$ cat src/rtl/sdinit_pkg.sv
package sdinit_pkg;

    localparam int CMD_FRAME_W = 48;
    localparam int RSP_SHORT_W = 48;
    localparam int RSP_LONG_W  = 136;

    typedef enum logic [3:0] {
        ST_RST,
        ST_IFCOND,
        ST_APPCMD,
        ST_OPCOND,
        ST_GETCID,
        ST_GETRCA,
        ST_SELECT,
        ST_BLKLEN,
        ST_DONE
    } step_e;

    typedef enum logic [1:0] {
        PH_ISSUE,
        PH_TX,
        PH_RX
    } phase_e;

    typedef enum logic [1:0] {
        TX_IDLE,
        TX_PRE,
        TX_SEND
    } tx_st_e;

    typedef enum logic [1:0] {
        RX_IDLE,
        RX_WAIT,
        RX_CAP
    } rx_st_e;

    typedef struct packed {
        step_e       step;
        phase_e      ph;
        logic [15:0] rca;
        logic        hc;
        logic        v1;
        logic        ready;
    } ctl_t;

    function automatic logic [5:0] step_index(input step_e s);
        case (s)
            ST_IFCOND: return 6'd8;
            ST_APPCMD: return 6'd55;
            ST_OPCOND: return 6'd41;
            ST_GETCID: return 6'd2;
            ST_GETRCA: return 6'd3;
            ST_SELECT: return 6'd7;
            ST_BLKLEN: return 6'd16;
            default:   return 6'd0;
        endcase
    endfunction

    function automatic logic step_long_pre(input step_e s);
        return (s == ST_RST) || (s == ST_BLKLEN);
    endfunction

endpackage

$ cat src/rtl/sdinit_crc7.sv
module sdinit_crc7 #(
    parameter int DATA_W = 40
) (
    input  logic [DATA_W-1:0] data,
    output logic [6:0]        crc
);
    always_comb begin
        logic [6:0] acc;
        logic       fb;
        acc = 7'd0;
        for (int i = DATA_W - 1; i >= 0; i--) begin
            fb  = data[i] ^ acc[6];
            acc = {acc[5:0], 1'b0};
            if (fb) begin
                acc = acc ^ 7'b0001001;
            end
        end
        crc = acc;
    end
endmodule

$ cat src/rtl/sdinit_cmd_tx.sv
module sdinit_cmd_tx
    import sdinit_pkg::*;
#(
    parameter int PRE_W = 16
) (
    input  logic             clk,
    input  logic             rst_n,
    input  logic             start,
    input  logic [5:0]       idx,
    input  logic [31:0]      arg,
    input  logic [PRE_W-1:0] pre,
    output logic             cmd_out,
    output logic             cmd_oe,
    output logic             done
);
    typedef struct packed {
        tx_st_e                 st;
        logic [PRE_W-1:0]       cnt;
        logic [5:0]             bcnt;
        logic [CMD_FRAME_W-1:0] sh;
        logic                   done;
    } tx_t;

    localparam tx_t TX_RESET = '{st: TX_IDLE, cnt: '0, bcnt: '0, sh: '1, done: 1'b0};

    tx_t        q, d;
    logic [6:0] crc;

    sdinit_crc7 #(.DATA_W(40)) u_crc (
        .data ({2'b01, idx, arg}),
        .crc  (crc)
    );

    always_comb begin
        d      = q;
        d.done = 1'b0;
        case (q.st)
            TX_IDLE: begin
                if (start) begin
                    d.sh   = {2'b01, idx, arg, crc, 1'b1};
                    d.cnt  = pre;
                    d.bcnt = 6'd0;
                    d.st   = (pre == PRE_W'(0)) ? TX_SEND : TX_PRE;
                end
            end
            TX_PRE: begin
                d.cnt = q.cnt - PRE_W'(1);
                if (q.cnt == PRE_W'(1)) begin
                    d.st = TX_SEND;
                end
            end
            TX_SEND: begin
                d.sh   = {q.sh[CMD_FRAME_W-2:0], 1'b1};
                d.bcnt = q.bcnt + 6'd1;
                if (q.bcnt == 6'(CMD_FRAME_W - 1)) begin
                    d.st   = TX_IDLE;
                    d.done = 1'b1;
                end
            end
            default: d.st = TX_IDLE;
        endcase
    end

    always_ff @(posedge clk or negedge rst_n) begin
        if (!rst_n) q <= TX_RESET;
        else        q <= d;
    end

    assign cmd_oe  = (q.st != TX_IDLE);
    assign cmd_out = (q.st == TX_SEND) ? q.sh[CMD_FRAME_W-1] : 1'b1;
    assign done    = q.done;

    AST_PRE_ENDS_IN_START: assert property (@(posedge clk) disable iff (!rst_n)
        (q.st == TX_PRE && q.cnt == PRE_W'(1)) |=> (cmd_oe && !cmd_out));
    AST_TX_BIT_IS_ONE: assert property (@(posedge clk) disable iff (!rst_n)
        (q.st == TX_SEND && q.bcnt == 6'd0) |=> cmd_out);
    AST_END_BIT_HIGH: assert property (@(posedge clk) disable iff (!rst_n)
        (q.st == TX_SEND && q.bcnt == 6'(CMD_FRAME_W - 1)) |-> cmd_out);
endmodule

$ cat src/rtl/sdinit_rsp_rx.sv
module sdinit_rsp_rx
    import sdinit_pkg::*;
#(
    parameter int RSP_WINDOW = 64
) (
    input  logic        clk,
    input  logic        rst_n,
    input  logic        arm,
    input  logic        long_rsp,
    input  logic        cmd_in,
    output logic        done,
    output logic        timeout,
    output logic        busy,
    output logic [15:0] arg_hi
);
    localparam int WIN_W = $clog2(RSP_WINDOW + 1);

    typedef struct packed {
        rx_st_e           st;
        logic             long_f;
        logic [WIN_W-1:0] wcnt;
        logic [7:0]       bcnt;
        logic [39:0]      sh;
        logic             done;
        logic             tmo;
    } rx_t;

    localparam rx_t RX_RESET = '{st: RX_IDLE, long_f: 1'b0, wcnt: '0, bcnt: '0,
                                 sh: '0, done: 1'b0, tmo: 1'b0};

    rx_t        q, d;
    logic [7:0] last_bit;

    assign last_bit = q.long_f ? 8'(RSP_LONG_W - 1) : 8'(RSP_SHORT_W - 1);

    always_comb begin
        d      = q;
        d.done = 1'b0;
        case (q.st)
            RX_IDLE: begin
                if (arm) begin
                    d.st     = RX_WAIT;
                    d.long_f = long_rsp;
                    d.wcnt   = '0;
                end
            end
            RX_WAIT: begin
                if (!cmd_in) begin
                    d.st   = RX_CAP;
                    d.sh   = '0;
                    d.bcnt = 8'd1;
                end else if (q.wcnt == WIN_W'(RSP_WINDOW - 1)) begin
                    d.st   = RX_IDLE;
                    d.done = 1'b1;
                    d.tmo  = 1'b1;
                end else begin
                    d.wcnt = q.wcnt + WIN_W'(1);
                end
            end
            RX_CAP: begin
                d.sh   = {q.sh[38:0], cmd_in};
                d.bcnt = q.bcnt + 8'd1;
                if (q.bcnt == last_bit) begin
                    d.st   = RX_IDLE;
                    d.done = 1'b1;
                    d.tmo  = 1'b0;
                end
            end
            default: d.st = RX_IDLE;
        endcase
    end

    always_ff @(posedge clk or negedge rst_n) begin
        if (!rst_n) q <= RX_RESET;
        else        q <= d;
    end

    assign done    = q.done;
    assign timeout = q.tmo;
    assign busy    = (q.st != RX_IDLE);
    assign arg_hi  = q.sh[39:24];

    AST_SILENT_WINDOW_TIMES_OUT: assert property (@(posedge clk) disable iff (!rst_n)
        (q.st == RX_WAIT && q.wcnt == WIN_W'(RSP_WINDOW - 1) && cmd_in) |=> (done && timeout));
    AST_CAPTURE_NOT_TIMEOUT: assert property (@(posedge clk) disable iff (!rst_n)
        (done && $past(q.st == RX_CAP)) |-> !timeout);
endmodule

$ cat src/rtl/sdnative_init_seq.sv
module sdnative_init_seq
    import sdinit_pkg::*;
#(
    parameter bit SIMULATE     = 1'b0,
    parameter int LONG_PRE_HW  = 64000,
    parameter int LONG_PRE_SIM = 128,
    parameter int SHORT_PRE    = 48,
    parameter int RSP_WINDOW   = 64
) (
    input  logic        clk,
    input  logic        rst_n,
    input  logic        cmd_in,
    output logic        cmd_out,
    output logic        cmd_oe,
    output logic [2:0]  dat_high,
    output logic        ready,
    output logic        high_cap,
    output logic        card_v1,
    output logic [15:0] rca
);
    localparam int LONG_PRE = SIMULATE ? LONG_PRE_SIM : LONG_PRE_HW;
    localparam int MAX_PRE  = (LONG_PRE > SHORT_PRE) ? LONG_PRE : SHORT_PRE;
    localparam int PRE_W    = $clog2(MAX_PRE + 1);

    localparam ctl_t CTL_RESET = '{step: ST_RST, ph: PH_ISSUE, rca: '0,
                                   hc: 1'b0, v1: 1'b0, ready: 1'b0};

    ctl_t             q, d;
    logic             tx_start, tx_done;
    logic [5:0]       tx_idx;
    logic [31:0]      tx_arg;
    logic [PRE_W-1:0] tx_pre;
    logic             rx_arm, rx_long, rx_done, rx_timeout, rx_busy;
    logic [15:0]      rx_arg_hi;

    sdinit_cmd_tx #(.PRE_W(PRE_W)) u_tx (
        .clk     (clk),
        .rst_n   (rst_n),
        .start   (tx_start),
        .idx     (tx_idx),
        .arg     (tx_arg),
        .pre     (tx_pre),
        .cmd_out (cmd_out),
        .cmd_oe  (cmd_oe),
        .done    (tx_done)
    );

    sdinit_rsp_rx #(.RSP_WINDOW(RSP_WINDOW)) u_rx (
        .clk      (clk),
        .rst_n    (rst_n),
        .arm      (rx_arm),
        .long_rsp (rx_long),
        .cmd_in   (cmd_in),
        .done     (rx_done),
        .timeout  (rx_timeout),
        .busy     (rx_busy),
        .arg_hi   (rx_arg_hi)
    );

    always_comb begin
        tx_idx  = step_index(q.step);
        tx_pre  = step_long_pre(q.step) ? PRE_W'(LONG_PRE) : PRE_W'(SHORT_PRE);
        rx_long = (q.step == ST_GETCID);
        case (q.step)
            ST_IFCOND: tx_arg = 32'h0000_01AA;
            ST_OPCOND: tx_arg = 32'hC010_0000;
            ST_SELECT: tx_arg = {q.rca, 16'h0000};
            ST_BLKLEN: tx_arg = 32'h0000_0200;
            default:   tx_arg = 32'h0000_0000;
        endcase
    end

    always_comb begin
        d        = q;
        tx_start = 1'b0;
        rx_arm   = 1'b0;
        case (q.ph)
            PH_ISSUE: begin
                if (q.step != ST_DONE) begin
                    tx_start = 1'b1;
                    d.ph     = PH_TX;
                end
            end
            PH_TX: begin
                if (tx_done) begin
                    if (q.step == ST_RST) begin
                        d.step = ST_IFCOND;
                        d.ph   = PH_ISSUE;
                    end else begin
                        rx_arm = 1'b1;
                        d.ph   = PH_RX;
                    end
                end
            end
            PH_RX: begin
                if (rx_done) begin
                    d.ph = PH_ISSUE;
                    case (q.step)
                        ST_IFCOND: begin
                            if (rx_timeout) d.v1 = 1'b1;
                            d.step = ST_APPCMD;
                        end
                        ST_APPCMD: begin
                            if (!rx_timeout) d.step = ST_OPCOND;
                        end
                        ST_OPCOND: begin
                            if (rx_timeout) begin
                                d.step = ST_APPCMD;
                            end else begin
                                d.hc   = rx_arg_hi[14];
                                d.step = rx_arg_hi[15] ? ST_GETCID : ST_APPCMD;
                            end
                        end
                        ST_GETCID: begin
                            if (!rx_timeout) d.step = ST_GETRCA;
                        end
                        ST_GETRCA: begin
                            if (!rx_timeout) begin
                                d.rca  = rx_arg_hi;
                                d.step = ST_SELECT;
                            end
                        end
                        ST_SELECT: begin
                            if (!rx_timeout) d.step = ST_BLKLEN;
                        end
                        ST_BLKLEN: begin
                            if (!rx_timeout) begin
                                d.ready = 1'b1;
                                d.step  = ST_DONE;
                            end
                        end
                        default: d.step = q.step;
                    endcase
                end
            end
            default: d.ph = PH_ISSUE;
        endcase
    end

    always_ff @(posedge clk or negedge rst_n) begin
        if (!rst_n) q <= CTL_RESET;
        else        q <= d;
    end

    assign dat_high = 3'b111;
    assign ready    = q.ready;
    assign high_cap = q.hc;
    assign card_v1  = q.v1;
    assign rca      = q.rca;

    AST_READY_HOLDS: assert property (@(posedge clk) disable iff (!rst_n)
        ready |=> ready);
    AST_READY_NEEDS_REPLY: assert property (@(posedge clk) disable iff (!rst_n)
        $rose(ready) |-> $past(rx_done && !rx_timeout));
    AST_OPCOND_BUSY_LOOPS: assert property (@(posedge clk) disable iff (!rst_n)
        (q.step == ST_OPCOND && rx_done && !rx_timeout && !rx_arg_hi[15]) |=> (q.step == ST_APPCMD));
    AST_NO_DRIVE_WHILE_LISTEN: assert property (@(posedge clk) disable iff (!rst_n)
        cmd_oe |-> !rx_busy);
    AST_RCA_FROM_ADDR_REPLY: assert property (@(posedge clk) disable iff (!rst_n)
        !$stable(rca) |-> $past(q.step == ST_GETRCA && rx_done));
endmodule

$ cat config.mk
export PLATFORM = sky130hd
export DESIGN_NAME = sdnative_init_seq
export DESIGN_NICKNAME = d
export VERILOG_FILES = /design/src/rtl/sdinit_pkg.sv /design/src/rtl/sdinit_crc7.sv /design/src/rtl/sdinit_cmd_tx.sv /design/src/rtl/sdinit_rsp_rx.sv /design/src/rtl/sdnative_init_seq.sv
export SDC_FILE = /design/constraint.sdc
export NUM_CORES = 1
export LEC_CHECK = 0
export BUFFER_PORTS_ARGS = -buffer_cell sky130_fd_sc_hd__buf_2
export CAP_MARGIN = 25
export CELL_PAD_IN_SITES_DETAIL_PLACEMENT = 0
export CELL_PAD_IN_SITES_GLOBAL_PLACEMENT = 1
export CORE_MARGIN = 1.5
export CORE_UTILIZATION = 45
export CTS_CLUSTER_SIZE = 20
export DETAILED_ROUTE_END_ITERATION = 8
export GPL_TIMING_DRIVEN = 0
export PLACE_DENSITY_LB_ADDON = 0.1
export SLEW_MARGIN = 20
export SYNTH_ARGS = -nofsm -noshare
export SYNTH_HDL_FRONTEND = slang
export SYNTH_SLANG_ARGS = --single-unit
$ cat constraint.sdc
create_clock -name clk -period 2.3 [get_ports clk]
set_input_delay 0.345 -clock clk [delete_from_list [all_inputs] [get_ports clk]]
set_output_delay 0.345 -clock clk [all_outputs]
set_load 0.01 [all_outputs]
==> impl_metrics.toml, run 1 <==
[timing]
number_of_hold_slack_violations_in_the_final_timing_report = 0
timing.fmax_mhz = 404.0
tightestPinTransition_ps = 571.2
clock-skew-final_ps = 8.476
relSlewSlack = 0.6178
post-route-worst-setup-slack_ps = -175.2
fin_crit_ps = 2475
finalHoldWorstSlack_ps = 308.1
setup_violation_total_in_the_final_timing_report = 6
rsz0062_at_grt = "yes"
final.period_utilization = 1.076
drv_slew = 0

[power]
p_seq_frac = 0.506
comb_power_share = 0.013
p_sw_uw = 1261
p_leak_uw = 0.004142
peakVddDrop_uv = 486.5
switching_share = 0.2306
intPower_uw = 4208
power_frac_clock = 0.481
cellPowerDensity_mw_per_mm2 = 594.9

[finish]
finish.utilization = 0.5352
synthToLayoutAreaGrowth_pct = 16.97
layout.filler_cells = 1565
multiInputGateArea_mm2 = 0.003628
post_route_cells_drive_above_1_share = 0.2840
finalNetCount = 833
number_of_diodes = 0
register_area_mm2 = 0.003990

[synthesis]
post_synth_edffs = 0
dominantRegCellSynth = "sky130_fd_sc_hd__dfrtp_1"
synth_sequential_area_ratio = 0.5074
postSynthRegisterBits = 157
synthCells = 758
ys_warn_count = 0
yosysUniqueCellTypes = 73
postSynthAreaPerCell_um2 = 10.37
yosys.area.top_type_share = 0.3503
netlist_area_mm2 = 0.007859
yosysTopAreaCell = "sky130_fd_sc_hd__dfrtp_1"
leading_cell_types_by_total_area_after_synthesis = "sky130_fd_sc_hd__dfrtp_1 35%, sky130_fd_sc_hd__dfstp_2 16%, sky130_fd_sc_hd__nand2_1 5.1%"
postSynth.asyncResetShare = 1.000

[routing]
initialDrtViolationCount = 286
remaining_drc_errors = 0
drt.antenna.violating_nets = 0
detail_route.wl_per_cell_um = 16.62
via_count = 5781
drt-pass1-iter-count = 4
route.detailed.vias_per_inst = 5.474
drt-total-wl_um = 17550

[placement]
post-dp-hpwl_um = 12050
place.gp.congestion = 0.8293
placement.io_buffers = 22

[grt]
grt_pass1_vias = 5642
grt_max_degree = 87
overflow = 0
number_of_antenna_violations_at_the_first_check_in_global_routing = 0
wire_length_of_the_first_global_routing_pass_um = 29160
gr-usage-all-layers = 0.2026

[die]
dieArea_mm2 = 0.01827
chipHeight_um = 135.2
floorplan.die.width_um = 135.2
placementRows = 48
initial_core_util = 0.4575
top_level_ports = 27
core_area_mm2 = 0.01718

[clock_tree]
clock_sinks = 157
clockRootBuffer = "sky130_fd_sc_hd__clkbuf_16"
cts-buffers-inserted = 17
clock_latency_ps = 420
htree_levels = 4
cts_tree = "yes"
clock_path_buffers = 2
clk_pin_slew_ps = 70

[run_status]
violations = "setup timing"
run_status = "complete, but fails checks"

[run]
max_cap_check_violation_count = 0

[critical_path]
worst_setup_path_start_kind = "flop"
worstPathRequired_ps = 2670
timing.setup.critical_path_class = "flop to flop"
critical_path_arrival_ps = 2840
crit_path_end_kind = "flop"
reg2regPathDepth = 9
timing.critical_path.fanout_max = 10

[hold_path]
worst_hold_path_class = "input port to flop"
hold_depth = 3
cells in the final DEF, fill, tap and decap left out, types with 5 or more instances in the layout:
cell	count
sky130_fd_sc_hd__nor3_1	11
sky130_fd_sc_hd__ha_1	11
sky130_fd_sc_hd__a221o_1	9
sky130_fd_sc_hd__buf_2	28
sky130_fd_sc_hd__clkbuf_2	8
sky130_fd_sc_hd__clkinv_4	5
sky130_fd_sc_hd__inv_1	17
sky130_fd_sc_hd__a22oi_1	17
sky130_fd_sc_hd__xor2_1	11
sky130_fd_sc_hd__a21oi_1	31
sky130_fd_sc_hd__nor2_1	56
sky130_fd_sc_hd__xor2_2	5
sky130_fd_sc_hd__dfstp_2	47
sky130_fd_sc_hd__buf_4	36
sky130_fd_sc_hd__nand3_1	13
sky130_fd_sc_hd__clkbuf_1	12
sky130_fd_sc_hd__o21ai_0	49
sky130_fd_sc_hd__mux2_2	19
sky130_fd_sc_hd__nor4_1	6
sky130_fd_sc_hd__or3_1	7
sky130_fd_sc_hd__clkbuf_16	17
sky130_fd_sc_hd__a31oi_1	12
sky130_fd_sc_hd__nand2_1	106
sky130_fd_sc_hd__o21ai_1	5
sky130_fd_sc_hd__buf_6	7
sky130_fd_sc_hd__a22o_1	40
sky130_fd_sc_hd__dfrtp_1	108
sky130_fd_sc_hd__xnor2_1	14
sky130_fd_sc_hd__o22a_1	7
stage by stage:
stage / instances / setup WS (ps) / power, uW / cell area, um^2 / TNS, ps
3_3_place_gp: 1007 / -1395 / 2882 / 8258 / -191880
5_1_grt: 1056 / -251.3 / 5654 / 9193 / -1260
2_1_floorplan: 760 / -28.38 / 2826 / 7866 / -28.38
4_1_cts: 1048 / -176.6 / 5539 / 8982 / -719.3
3_5_place_dp: 1008 / -377.1 / 2892 / 8295 / -16980
6_report: 1056 / -175.2 / 5469 / 9193 / -658.5
per-layer routing:
metal | global-route usage | part of all wire | wire (um)
met5 | 0 | 0 | 0
met1 | 0.2848 | 0.49 | 8526
met2 | 0.3183 | 0.47 | 8257
met3 | 0.04003 | 0.029 | 508
met4 | 0.06093 | 0.015 | 258
logic make-up (layout without fill, tap and decap cells):
| kind of cell | after synthesis | count (layout) | synth area share |
|---|---|---|---|
| AOI/OAI and AO/OA | 198 | 198 | 0.1778 |
| DFF | 157 | 157 | 0.5074 |
| xor gates and xnor gates | 42 | 42 | 0.06209 |
| other | 1 | 3 | 0.0004772 |
| adders and majority gates | 12 | 12 | 0.01910 |
| muxes | 23 | 23 | 0.03232 |
| buffers and inverters | 78 | 149 | 0.05445 |
| and+or+nand+nor | 247 | 247 | 0.1463 |
worst max-delay path: stages (launching register included):
cell and delay (ps):
sky130_fd_sc_hd__dfrtp_1 390, sky130_fd_sc_hd__buf_6 160, sky130_fd_sc_hd__and4bb_4 350, sky130_fd_sc_hd__buf_6 120, sky130_fd_sc_hd__nand2_4 40, sky130_fd_sc_hd__xor3_2 420
sky130_fd_sc_hd__xnor3_2 430, sky130_fd_sc_hd__xor2_2 170, sky130_fd_sc_hd__xnor2_1 200, sky130_fd_sc_hd__a21o_1 130
timing repair:
action | CTS | global route
buffers inserted | 10 | 9
hold buffers | 1 | 0
endpoints found under the hold margin | 45 | 0
setup endpoints to repair | 83 | 71
gates resized for setup | 19 | 48
pin swaps | 9 | 14
sequential cells by signal, indices dropped and copies added (netlist names):
signal,flops
u_tx.q,71
high_cap,1
q,6
u_rx.arg_hi,16
u_tx.done,1
rca,16
u_rx.q,42
ready,1
u_rx.done,1
u_rx.timeout,1
card_v1,1
synth_stat cells, types with 6 or more instances:
cell type and number:
sky130_fd_sc_hd__xnor2_1 17, sky130_fd_sc_hd__dfrtp_1 110, sky130_fd_sc_hd__xor2_1 15, sky130_fd_sc_hd__or3_1 7, sky130_fd_sc_hd__dfstp_2 47, sky130_fd_sc_hd__nand2_1 107, sky130_fd_sc_hd__a21oi_1 32, sky130_fd_sc_hd__nand2b_1 6
sky130_fd_sc_hd__a31oi_1 12, sky130_fd_sc_hd__inv_1 17, sky130_fd_sc_hd__buf_4 20, sky130_fd_sc_hd__nand3_1 13, sky130_fd_sc_hd__nor3_1 12, sky130_fd_sc_hd__clkbuf_1 27, sky130_fd_sc_hd__ha_1 12, sky130_fd_sc_hd__a221o_1 9
sky130_fd_sc_hd__a22oi_1 18, sky130_fd_sc_hd__nor4_1 8, sky130_fd_sc_hd__mux2_2 19, sky130_fd_sc_hd__o22a_1 7, sky130_fd_sc_hd__a22o_1 40, sky130_fd_sc_hd__nor2_1 59, sky130_fd_sc_hd__o21ai_0 51
final cells by class:
type	count	share of cell area
sequential	157	0.4341
timing repair buffer	43	0.03362
clock buffer	18	0.04777
buffer	56	0.03961
inverter	18	0.007350
clock inverter	14	0.01225
tap	225	0.03062
multi-input combinational	525	0.3947
power groups by stage:
| stage | Combinational (uW) | Clock (uW) | Sequential (uW) |
|---|---|---|---|
| 6_report | 73.2 | 2630 | 2770 |
| 5_1_grt | 87.1 | 2800 | 2770 |
| 3_3_place_gp | 67.2 | 0 | 2810 |
| 4_1_cts | 78.7 | 2690 | 2770 |
| 2_1_floorplan | 10.9 | 0 | 2820 |
| 3_5_place_dp | 77.0 | 0 | 2820 |
path summary, 6_finish.rpt:
kind                                  from    endpoint  slack, ps
max in group asynchronous            rst_n   u_rx.q[6]       1010
worst min-delay path                cmd_in   u_rx.q[2]        310
min in group asynchronous            rst_n  u_tx.q[50]        490
worst min register to register  u_tx.q[30]  u_tx.q[31]        460
worst max-delay path                 q[21]   u_tx.q[6]       -180
worst max register to register       q[21]   u_tx.q[6]       -180
Power figures use the tool's default switching activity.
==> inputs of run 2 (changes only) <==
--- a/config.mk
+++ b/config.mk
@@ -16,4 +16,5 @@
 export GPL_TIMING_DRIVEN = 0
 export PLACE_DENSITY_LB_ADDON = 0.1
+export SKIP_CTS_REPAIR_TIMING = 1
 export SLEW_MARGIN = 20
 export SYNTH_ARGS = -nofsm -noshare
==> constraint.sdc (replaced) <==
create_clock -name clk -period 2.3 [get_ports clk]
set_input_delay 0.23 -clock clk [delete_from_list [all_inputs] [get_ports clk]]
set_output_delay 0.23 -clock clk [all_outputs]
set_load 0.01 [all_outputs]
==> run 2 against run 1 <==
Net effect: the run still ends with setup timing left; die area unchanged; clock-buffer cell count unchanged; global-route usage decreased by 0.14 points; largest power group unchanged.
==> impl_metrics.toml, run 2 (synthesis gave the netlist of run 1 again) <==
[critical_path]
worst_r2r_endpoint = "u_tx.q[6]"
worstPathRequired_ps = 2650
crit_path_end_kind = "flop"
critical_path_arrival_ps = 2790
reg2regPathDepth = 8
timing.setup.critical_path_class = "flop to flop"
setup.reg_to_reg.worst_slack_ps = -130
cp_cell_sequence = "buf_8, nor2_2, a311oi_4, xor3_2, xnor3_2, xor2_2, xnor2_1, a21o_1"
timing.critical_path.fanout_max = 5
critPathSlowestCell = "sky130_fd_sc_hd__xor3_2"
worst_setup_path_start_kind = "flop"
worstReg2RegStart = "q[22]"
slowest_delay_ps = 450

[grt]
grt_max_degree = 87
number_of_antenna_violations_at_the_first_check_in_global_routing = 0
gr-usage-all-layers = 0.2012
wire_length_of_the_first_global_routing_pass_um = 28900
overflow = 0
grt_pass1_vias = 5554

[die]
top_level_ports = 27
dieArea_mm2 = 0.01827
placementRows = 48
initial_core_util = 0.4575
floorplan.die.width_um = 135.2
core_area_mm2 = 0.01718
chipHeight_um = 135.2

[hold_path]
min-delay-start = "cmd_in"
hold_end = "u_rx.q[2]"
hold_depth = 3
worst_hold_path_class = "input port to flop"

[timing]
final.setup.tns_ps = -290.1
final.period_utilization = 1.058
clock-skew-final_ps = 8.263
fin_crit_ps = 2433
number_of_hold_slack_violations_in_the_final_timing_report = 0
drv_slew = 0
rsz0062_at_grt = "yes"
tightestPinTransition_ps = 576.3
setup_violation_total_in_the_final_timing_report = 5
relSlewSlack = 0.6144
timing.fmax_mhz = 411.0
post-route-worst-setup-slack_ps = -133.1

[finish]
post_route_cells_drive_above_1_share = 0.2931
largest_register_ff_count = 71
reg.largest.list = "u_tx.q (71), u_rx.q (42)"
layout.cells.most_common_list = "107 x sky130_fd_sc_hd__dfrtp_1, 106 x sky130_fd_sc_hd__nand2_1, 55 x sky130_fd_sc_hd__nor2_1, 48 x sky130_fd_sc_hd__o21ai_0, 47 x sky130_fd_sc_hd__dfstp_2"
finalNetCount = 838
max_flop_register = "u_tx.q"
number_of_diodes = 0
finish.utilization = 0.5405
synthToLayoutAreaGrowth_pct = 18.13
most_frequent_standard_cell_in_the_layout_excluding_fill_and_tap_cells = "sky130_fd_sc_hd__dfrtp_1"

[clock_tree]
clock_sinks = 157
clk_pin_slew_ps = 70
htree_levels = 4
cts-buffers-inserted = 17
cts_tree = "yes"
clockRootBuffer = "sky130_fd_sc_hd__clkbuf_16"
clock_path_buffers = 2
clock_latency_ps = 420

[routing]
via_count = 5835
drt-total-wl_um = 17740
route.detailed.vias_per_inst = 5.500
initialDrtViolationCount = 302
drt-pass1-iter-count = 5
detail_route.wl_per_cell_um = 16.72
remaining_drc_errors = 0
drt.antenna.violating_nets = 0

[placement]
post-dp-hpwl_um = 12050
placement.io_buffers = 22
dp_worst_setup_slack_ps = -377.1
place.gp.congestion = 0.8293

[power]
switching_share = 0.2306
p_sw_uw = 1261
cellPowerDensity_mw_per_mm2 = 589.1
peakVddDrop_uv = 509.2
power_frac_clock = 0.481
p_leak_uw = 0.004187
comb_power_share = 0.013
p_seq_frac = 0.506
intPower_uw = 4208

[run_status]
run_status = "complete, but fails checks"
violations = "setup timing"

[run]
max_cap_check_violation_count = 0
-- run 2: cell types whose count changed in the layout (fill, tap and decap cells not counted), sizes merged --
cell	change
clkbuf	+7
buf	-2
-- run 2: critical path, delay by kind of cell (launching register included) --
kind,cells,cell delay [ps]
buffers and inverters,1,140
flip-flops,1,440
XOR/XNOR,4,1210
AND/OR/NAND/NOR,1,310
AO/OA/AOI/OAI,2,270
-- run 2: metrics by stage --
step	power, uW	instance area [um^2]	instances	hold slack [ps]
2_1_floorplan	2826	7866	760	-65.59
4_1_cts	5537	8847	1040	-211.7
3_3_place_gp	2882	8258	1007	441.0
3_5_place_dp	2892	8295	1008	242.1
5_1_grt	5657	9284	1061	200.3
6_report	5469	9284	1061	205.0
-- run 2: worst max-delay path by stage --
stage          slack [ps]  cells after the start          to   from
2_1_floorplan         -30                      8   u_tx.q[6]  q[22]
3_3_place_gp        -1280                      1  u_rx.q[46]  rst_n
3_5_place_dp         -380                      9  u_tx.q[35]  q[24]
4_1_cts              -400                      9  u_tx.q[38]  q[24]
5_1_grt              -210                      8   u_tx.q[6]  q[22]
6_report             -130                      8   u_tx.q[6]  q[22]
-- run 2: layout make-up --
cell class,count,area (um^2)
Tap cell,225,281.5
Sequential cell,157,3991
Clock inverter,14,112.6
Clock buffer,18,439.2
Multi-Input combinational cell,525,3640
Timing Repair Buffer,48,375.4
Buffer,56,376.6
Inverter,18,67.56
Fill cell,1559,7893
-- run 2: power by group through the flow --
stage	combinational (uW)	clock [uW]	sequential, uW
2_1_floorplan	10.9	0	2820
3_3_place_gp	67.2	0	2810
3_5_place_dp	77.0	0	2820
4_1_cts	77.1	2690	2770
5_1_grt	87.0	2800	2770
6_report	73.1	2630	2770
-- run 2: per-layer routing --
metal	global-route usage	up-vias	share of wire	routed length (um)
met2	0.3118	91	0.47	8404
met1	0.2849	2930	0.48	8567
met5	0	-	0	0
met4	0.06392	0	0.013	229
met3	0.04003	20	0.030	540
li1	-	2794	-	-
==> inputs of run 3 (changes only) <==
CAP_MARGIN = unset   (was 25)
CORE_UTILIZATION = 53   (was 45)
clock period = 3.11 ns   (was 2.3 ns; I/O delays follow)
==> run 3 against run 2 <==
Net effect: the flow now finishes without violations; clock power decreased by 28%; sequential power is 26% lower; non-clock buffer count fell by 20; clock skew is 7.1 ps higher; core utilization increased by 6.8 points; sequential cell count did not move; cell area is 5.2% lower; global-route usage rose by 2.5 points; critical endpoint is now u_tx.q[2]; largest cell class unchanged; highest routed layer unchanged.
==> impl_metrics.toml, run 3 (synthesis gave the netlist of run 1 again) <==
[die]
placementRows = 44
initial_core_util = 0.5428
floorplan.die.width_um = 124.8
core_area_mm2 = 0.01448
top_level_ports = 27
chipHeight_um = 124.8
dieArea_mm2 = 0.01557

[critical_path]
worstReg2RegStart = "q[24]"
critical_path_arrival_ps = 3020
crit_path_end_kind = "flop"
worst_r2r_endpoint = "u_tx.q[2]"
timing.setup.critical_path_class = "flop to flop"
worst_setup_path_start_kind = "flop"
worstPathRequired_ps = 3440
timing.critical_path.fanout_max = 10
reg2regPathDepth = 9
setup.reg_to_reg.worst_slack_ps = 420

[hold_path]
hold_end = "u_rx.q[2]"
hold_depth = 3
worst_hold_path_class = "input port to flop"
min-delay-start = "cmd_in"

[clock_tree]
clock_sinks = 157
clock_path_buffers = 2
htree_levels = 4
clockRootBuffer = "sky130_fd_sc_hd__clkbuf_16"
cts_tree = "yes"
clk_pin_slew_ps = 60
cts-buffers-inserted = 17
clock_latency_ps = 430

[finish]
reg.largest.list = "u_tx.q (71), u_rx.q (42)"
finalNetCount = 818
synthToLayoutAreaGrowth_pct = 12.04
layout.filler_cells = 1179
max_flop_register = "u_tx.q"
instances_no_fill = 1000
fin_area_mm2 = 0.008805
most_frequent_standard_cell_in_the_layout_excluding_fill_and_tap_cells = "sky130_fd_sc_hd__dfrtp_1"
multiInputGateArea_mm2 = 0.003457
finish.utilization = 0.6081
number_of_diodes = 0
post_route_cells_drive_above_1_share = 0.2145
layout.cells.most_common_list = "110 x sky130_fd_sc_hd__dfrtp_1, 107 x sky130_fd_sc_hd__nand2_1, 59 x sky130_fd_sc_hd__nor2_1, 51 x sky130_fd_sc_hd__o21ai_0, 47 x sky130_fd_sc_hd__dfstp_2"
largest_register_ff_count = 71
register_area_mm2 = 0.003988

[routing]
via_count = 5765
initialDrtViolationCount = 435
drt-pass1-iter-count = 5
drt.antenna.violating_nets = 0
drt-total-wl_um = 17090
detail_route.wl_per_cell_um = 17.09
remaining_drc_errors = 0
route.detailed.vias_per_inst = 5.765

[placement]
postPlaceCellArea_mm2 = 0.008244
number_of_placed_cells_counting_well_taps = 967
placement.io_buffers = 22
place.gp.congestion = 0.8548
post-dp-hpwl_um = 11770

[grt]
wire_length_of_the_first_global_routing_pass_um = 28370
overflow = 0
number_of_antenna_violations_at_the_first_check_in_global_routing = 0
grt_max_degree = 81
gr-usage-all-layers = 0.2262
grt_pass1_vias = 5620

[timing]
timing.fmax_mhz = 371.3
tightestPinTransition_ps = 894.6
setup_violation_total_in_the_final_timing_report = 0
drv_slew = 0
clock-skew-final_ps = 15.37
number_of_hold_slack_violations_in_the_final_timing_report = 0
fin_crit_ps = 2693
relSlewSlack = 0.3990
rsz0062_at_grt = "no"
final.period_utilization = 0.8659

[run_status]
run_status = "finished, final reports clean"

[power]
p_leak_uw = 0.003960
cellPowerDensity_mw_per_mm2 = 454.6
peakVddDrop_uv = 435.6

[run]
max_cap_check_violation_count = 0
-- run 3: cell types whose count changed in the layout (fill, tap and decap cells not counted), sizes merged --
cell           change
clkinvlp           -1
buf               -19
clkbuf             +3
clkdlybuf4s15      +1
inv                -4
-- run 3: worst max-delay path: stages (launching register included) --
cell                       delay [ps]
sky130_fd_sc_hd__dfrtp_1          340
sky130_fd_sc_hd__buf_6            150
sky130_fd_sc_hd__inv_1            100
sky130_fd_sc_hd__nor4_1           490
sky130_fd_sc_hd__nand2b_1         300
sky130_fd_sc_hd__or2_2            150
sky130_fd_sc_hd__clkbuf_1         380
sky130_fd_sc_hd__clkbuf_1         390
sky130_fd_sc_hd__o21ai_0          170
sky130_fd_sc_hd__o21ai_0          130
-- run 3: through the flow --
| step | worst slack [ps] | TNS, ps | hold WS, ps | total power [uW] |
|---|---|---|---|---|
| floorplan | 776.0 | 0 | 15.41 | 2090 |
| global placement | -508.8 | -54970 | 440.7 | 2131 |
| detailed placement | 437.6 | 0 | 336.3 | 2138 |
| CTS | 382.5 | 0 | -115.4 | 4049 |
| global route | 129.0 | 0 | 302.6 | 4137 |
| finish | 417.0 | 0 | 277.8 | 4003 |
-- run 3: how the worst max path moves through the flow --
stage,depth (start not counted),to,start
6_report,9,u_tx.q[2],q[24]
5_1_grt,9,u_rx.q[45],u_rx.q[59]
4_1_cts,9,u_tx.q[2],q[24]
3_5_place_dp,9,u_tx.q[38],q[24]
3_3_place_gp,1,u_rx.q[46],rst_n
2_1_floorplan,8,u_tx.q[6],q[22]
-- run 3: report_power, final --
part / leakage (uW) / switching, uW / internal (uW) / total, uW
sequential: 0.00193 / 0.511 / 2050 / 2050
clock: 0.000262 / 813 / 1090 / 1900
combinational: 0.00177 / 43.9 / 10.2 / 54.1
total: 0.00396 / 857 / 3150 / 4000
-- run 3: area by class of cell --
type / instances / share of cell area
plain buffers: 60 / 0.04093
clock buffers: 23 / 0.05443
clock inverters: 9 / 0.007390
inverters: 18 / 0.007674
multi-input cells: 525 / 0.3926
flip-flops and latches: 157 / 0.4529
well taps: 184 / 0.02615
repair buffers: 24 / 0.01791
-- run 3: layer usage --
layer,vias up,wire length (um),global-route usage
met3,19,567,0.04038
li1,2751,-,-
met4,0,241,0.07437
met5,-,0,0
met2,114,8159,0.3620
met1,2881,8117,0.3136
